<file path="src/rtl/fwd_pkg.sv">
package fwd_pkg;

    localparam int REG_IDX_W = 5;
    localparam int WORD_W    = 32;
    localparam int NUM_OPS   = 2;

    // Select encoding; values are fixed because the operand mux decodes them
    typedef enum logic [1:0] {
        SRC_REGFILE = 2'b00,
        SRC_MEMWB   = 2'b01,
        SRC_EXMEM   = 2'b10
    } src_sel_e;

    // Priority resolution: the newer stage wins
    function automatic src_sel_e pick_source(input logic hit_newer, input logic hit_older);
        if (hit_newer)      return SRC_EXMEM;
        else if (hit_older) return SRC_MEMWB;
        else                return SRC_REGFILE;
    endfunction

endpackage

</file>
<file path="src/rtl/fwd_match.sv">
module fwd_match #(
    parameter int IDX_W = fwd_pkg::REG_IDX_W
) (
    input  logic             prod_wr,
    input  logic [IDX_W-1:0] prod_rd,
    input  logic [IDX_W-1:0] cons_src,
    output logic             hit
);
    localparam logic [IDX_W-1:0] ZERO_REG = '0;

    always_comb begin
        hit = prod_wr && (prod_rd != ZERO_REG) && (prod_rd == cons_src);
    end
endmodule

</file>
<file path="src/rtl/fwd_select.sv">
module fwd_select (
    input  logic               hit_exm,
    input  logic               hit_mwb,
    output fwd_pkg::src_sel_e  sel
);
    always_comb begin
        sel = fwd_pkg::pick_source(hit_exm, hit_mwb);
    end
endmodule

</file>
<file path="src/rtl/fwd_operand_mux.sv">
module fwd_operand_mux #(
    parameter int DW = fwd_pkg::WORD_W
) (
    input  fwd_pkg::src_sel_e sel,
    input  logic [DW-1:0]     from_rf,
    input  logic [DW-1:0]     from_exm,
    input  logic [DW-1:0]     from_mwb,
    output logic [DW-1:0]     value
);
    always_comb begin
        unique case (sel)
            fwd_pkg::SRC_EXMEM: value = from_exm;
            fwd_pkg::SRC_MEMWB: value = from_mwb;
            default:            value = from_rf;
        endcase
    end
endmodule

</file>
<file path="src/rtl/fwd_unit.sv">
module fwd_unit #(
    parameter int IDX_W = fwd_pkg::REG_IDX_W,
    parameter int DW    = fwd_pkg::WORD_W
) (
    input  logic [IDX_W-1:0] src_a,
    input  logic [IDX_W-1:0] src_b,
    input  logic             exm_wr,
    input  logic [IDX_W-1:0] exm_rd,
    input  logic             mwb_wr,
    input  logic [IDX_W-1:0] mwb_rd,
    input  logic [DW-1:0]    rf_a,
    input  logic [DW-1:0]    rf_b,
    input  logic [DW-1:0]    exm_res,
    input  logic [DW-1:0]    mwb_res,
    output logic [1:0]       sel_a,
    output logic [1:0]       sel_b,
    output logic [DW-1:0]    opnd_a,
    output logic [DW-1:0]    opnd_b
);
    import fwd_pkg::*;

    localparam int OPS = fwd_pkg::NUM_OPS;
    localparam logic [IDX_W-1:0] ZERO_REG = '0;

    logic [IDX_W-1:0] src_v  [OPS];
    logic [DW-1:0]    rf_v   [OPS];
    logic [DW-1:0]    out_v  [OPS];
    src_sel_e         sel_v  [OPS];
    logic             hit_e  [OPS];
    logic             hit_m  [OPS];

    assign src_v[0] = src_a;
    assign src_v[1] = src_b;
    assign rf_v[0]  = rf_a;
    assign rf_v[1]  = rf_b;

    for (genvar i = 0; i < OPS; i++) begin : g_op
        fwd_match #(.IDX_W(IDX_W)) u_match_exm (
            .prod_wr (exm_wr),
            .prod_rd (exm_rd),
            .cons_src(src_v[i]),
            .hit     (hit_e[i])
        );

        fwd_match #(.IDX_W(IDX_W)) u_match_mwb (
            .prod_wr (mwb_wr),
            .prod_rd (mwb_rd),
            .cons_src(src_v[i]),
            .hit     (hit_m[i])
        );

        fwd_select u_sel (
            .hit_exm(hit_e[i]),
            .hit_mwb(hit_m[i]),
            .sel    (sel_v[i])
        );

        fwd_operand_mux #(.DW(DW)) u_mux (
            .sel     (sel_v[i]),
            .from_rf (rf_v[i]),
            .from_exm(exm_res),
            .from_mwb(mwb_res),
            .value   (out_v[i])
        );

        // Checks on the final selects against the port-level producer state
        always_comb begin
            assert_sel_legal_R1: assert (sel_v[i] != 2'b11)
                else $error("illegal select on operand %0d", i);
            assert_exm_qualified_R2: assert (sel_v[i] != SRC_EXMEM
                    || (exm_wr && exm_rd != ZERO_REG && exm_rd == src_v[i]))
                else $error("unqualified exm forward on operand %0d", i);
            assert_mwb_qualified_R3: assert (sel_v[i] != SRC_MEMWB
                    || (mwb_wr && mwb_rd != ZERO_REG && mwb_rd == src_v[i]))
                else $error("unqualified mwb forward on operand %0d", i);
            assert_newer_wins_R4: assert (!(exm_wr && exm_rd != ZERO_REG && exm_rd == src_v[i])
                    || sel_v[i] == SRC_EXMEM)
                else $error("newer producer lost on operand %0d", i);
            assert_mux_follows_R8: assert (
                    (sel_v[i] == SRC_EXMEM   && out_v[i] == exm_res) ||
                    (sel_v[i] == SRC_MEMWB   && out_v[i] == mwb_res) ||
                    (sel_v[i] == SRC_REGFILE && out_v[i] == rf_v[i]))
                else $error("operand %0d does not follow select", i);
        end
    end

    assign sel_a  = sel_v[0];
    assign sel_b  = sel_v[1];
    assign opnd_a = out_v[0];
    assign opnd_b = out_v[1];

endmodule

</file>
<file path="config.mk">
export PLATFORM = sky130hd
export DESIGN_NAME = fwd_unit
export DESIGN_NICKNAME = d
export VERILOG_FILES = /design/src/rtl/fwd_pkg.sv /design/src/rtl/fwd_match.sv /design/src/rtl/fwd_select.sv /design/src/rtl/fwd_operand_mux.sv /design/src/rtl/fwd_unit.sv
export SDC_FILE = /design/constraint.sdc
export NUM_CORES = 1
export LEC_CHECK = 0
export BUFFER_PORTS_ARGS = -buffer_cell sky130_fd_sc_hd__buf_2
export CAP_MARGIN = 20
export CORE_AREA = 3 3 82 84
export DETAILED_ROUTE_END_ITERATION = 8
export DIE_AREA = 0 0 85 87
export PLACE_DENSITY = 0.7
export SYNTH_ARGS = -nofsm -noshare
export SYNTH_HDL_FRONTEND = slang
export SYNTH_HIERARCHICAL = 1
export SYNTH_SLANG_ARGS = --single-unit
</file>
<file path="constraint.sdc">
create_clock -name vclk -period 2.6
set_input_delay 0.26 -clock vclk [all_inputs]
set_output_delay 0.26 -clock vclk [all_outputs]
set_load 0.02 [all_outputs]
</file>
==> results.py <==
metrics = {
    "status": {
        "outcome": "completed",
    },
    "timing": {
        "slew_viol_final": 0,
        "rsz0062_at_grt": "false",
        "period_share_pct": 93.0,
        "worst_pin_slew_ns": 0.241,
        "finalHoldViolations": 0,
        "fmax_ghz": 0.414,
        "period_needed_ns": 2.42,
        "fin_setup_tns_ns": 0,
        "setup_violations": 0,
        "slew_headroom_pct": 83.9,
    },
    "power_and_ir_drop": {
        "p_comb_share_pct": 100.0,
        "switching_power_uw": 246,
        "p_total_uw": 436,
        "intPower_uw": 190,
        "p_clk_share_pct": 0,
        "ir_drop_v": 0.0000917,
        "power.share.switching_pct": 56.4,
        "powerDensity_nw_per_um2": 158,
        "leakagePower_uw": 0.00141,
        "p_seq_share_pct": 0,
    },
    "hold_path": {
        "min_delay_worst_endpoint": "opnd_b[28]",
        "hold_depth": 4,
        "worstHoldPathType": "input port to output pin",
        "worstHoldStart": "rf_b[28]",
    },
    "logic_synthesis": {
        "synthTopCellsByArea": "a22oi_1 (30%), o21ai_1 (20%), nand2_1 (16%), xor2_1 (6.5%), buf_2 (6.2%)",
        "synth-xor-area-share_pct": 8.64,
        "synth_simple_gate_area_share_pct": 25.5,
        "synth_mux_area_share_pct": 0,
        "synth.distinct_cells": 16,
        "synth_common_cells": "nand2_1 (68), a22oi_1 (64), o21ai_1 (64)",
        "synthAdderAreaFrac_pct": 3.09,
        "synth_compound_gate_area_share_pct": 50.6,
        "syn_inst": 270,
        "synth.most_common_cell": "nand2_1",
        "ys.warnings.count": 6,
        "synth_top_family_by_area": "compound AO/OA/AOI/OAI gates",
        "yosysSeqAreaShare_pct": 0,
        "post-synth-top-area-fraction_pct": 29.6,
        "synth.largest_area_cell": "a22oi_1",
        "synth_nets": 424,
        "synth.cell_area_um2": 1620,
        "avgSynthCellArea_um2": 6.01,
    },
    "grt": {
        "grt_overflow_total": 0,
        "grt_max_degree": 37,
        "grt_pass1_vias": 2663,
        "grt_usage_pct": 19.0,
        "grt_antenna_before_repair": 1,
        "grt_pass1_wl_mm": 12.0,
    },
    "floorplanning": {
        "core_area_um2": 5990,
        "die_w_um": 85,
        "num_rows": 28,
        "ioPinCount": 218,
        "initial_utilization_pct": 27.1,
        "dieArea_um2": 7400,
        "die_h_um": 87,
    },
    "clocking": {
        "hold_buffers": 0,
        "cts_setup_buffers": 0,
        "cts_resized": 0,
    },
    "critical_path": {
        "worst_ep_required_time_ns": 2.34,
        "critical_path_class": "input port to output pin",
        "critical_path.startpoint_type": "input port",
        "cp_max_fo": 34,
        "worst_ep_arrival_time_ns": 2.16,
        "endpoint_kind": "output pin",
    },
    "route": {
        "wl_per_cell_um": 14.8,
        "dr.pass1.iters": 4,
        "via_count": 2839,
        "viasPerCell": 5.19,
        "drtIter0Drc": 123,
        "detail_route.wirelength_mm": 8.08,
        "drc": 0,
        "antenna_left": 0,
    },
    "place": {
        "dp_hpwl_mm": 6.64,
        "portBuffers": 218,
        "place.gp.congestion": 0.889,
    },
    "final_layout": {
        "nets": 628,
        "drive_above_1_share_pct": 50.4,
        "syn_to_final_growth_pct": 70.8,
        "fill_cells": 628,
        "nClkBuffers": 0,
        "utilization_pct": 46.2,
        "area.sequential_um2": 0,
        "nFlopsAndLatches": 0,
        "n_antenna_cell": 0,
    },
    "flow_run": {
        "cap_violations": 0,
    },
}
[final cells by class]
| type | count | area, um2 | share of cell area [%] |
|---|---|---|---|
| Inverter | 4 | 15.0 | 0.542 |
| Tap cell | 75 | 93.8 | 3.39 |
| Multi-Input combinational cell | 238 | 1430 | 51.6 |
| Timing Repair Buffer | 230 | 1230 | 44.5 |
[routing by layer]
metal	vias up	track usage (%)	wire length (um)
met5	-	0	20
met4	2	2.45	88
met3	10	2.46	761
met2	149	36.7	4140
met1	1275	22.7	3070
li1	1403	-	-
[through the flow]
step	hold slack, ns	worst slack (ns)	cells	cell area (um2)
after floorplan	0.699	0.359	270	1620
after global placement	0.844	0.169	547	2770
after detailed placement	0.848	0.164	547	2770
after CTS	0.851	0.157	547	2770
after global routing	0.865	0.00308	547	2770
final	0.845	0.182	547	2770
[worst max-delay path, stage by stage]
cell and delay [ns]:
buf_2 0.14, nor4_2 0.27, o21ai_1 0.09, and4_1 0.25, nor2b_4 0.17, inv_1 0.06, ha_2 0.37, buf_12 0.19
nand2_1 0.08, o21ai_1 0.09, buf_2 0.19
[logic make-up (layout without fill, tap and decap cells)]
family,after synthesis,in the layout
compound gates,132,132
simple gates,86,86
buf+inv,32,234
xor+xnor,16,16
fa+ha+maj,4,4
[power by group through the flow]
stage	clock, uW	sequential, uW	combinational, uW
after floorplan	0	0	211
after global placement	0	0	430
after global routing	0	0	476
final	0	0	436
after detailed placement	0	0	435
after CTS	0	0	437
[worst max-delay path by stage]
stage | startpoint | end | slack, ns
6_report | exm_rd[0] | opnd_b[20] | 0.18
5_1_grt | exm_rd[0] | opnd_a[11] | 0.003
4_1_cts | exm_rd[0] | opnd_b[20] | 0.16
3_5_place_dp | exm_rd[0] | opnd_b[20] | 0.16
3_3_place_gp | exm_rd[0] | opnd_b[20] | 0.17
2_1_floorplan | exm_rd[0] | opnd_a[21] | 0.36
[placed cells by master (no fill, tap or decap)]
master / count
buf_2: 218
nand2_1: 68
o21ai_1: 64
a22oi_1: 64
xor2_1: 12
buf_4: 8
nor4_2: 4
or2_0: 4
xnor2_1: 4
nor3_1: 4
and4_1: 4
inv_1: 4
o21ai_0: 4
buf_12: 4
ha_2: 2
ha_1: 2
nor2b_4: 2
(Power assumes the default switching activity.)
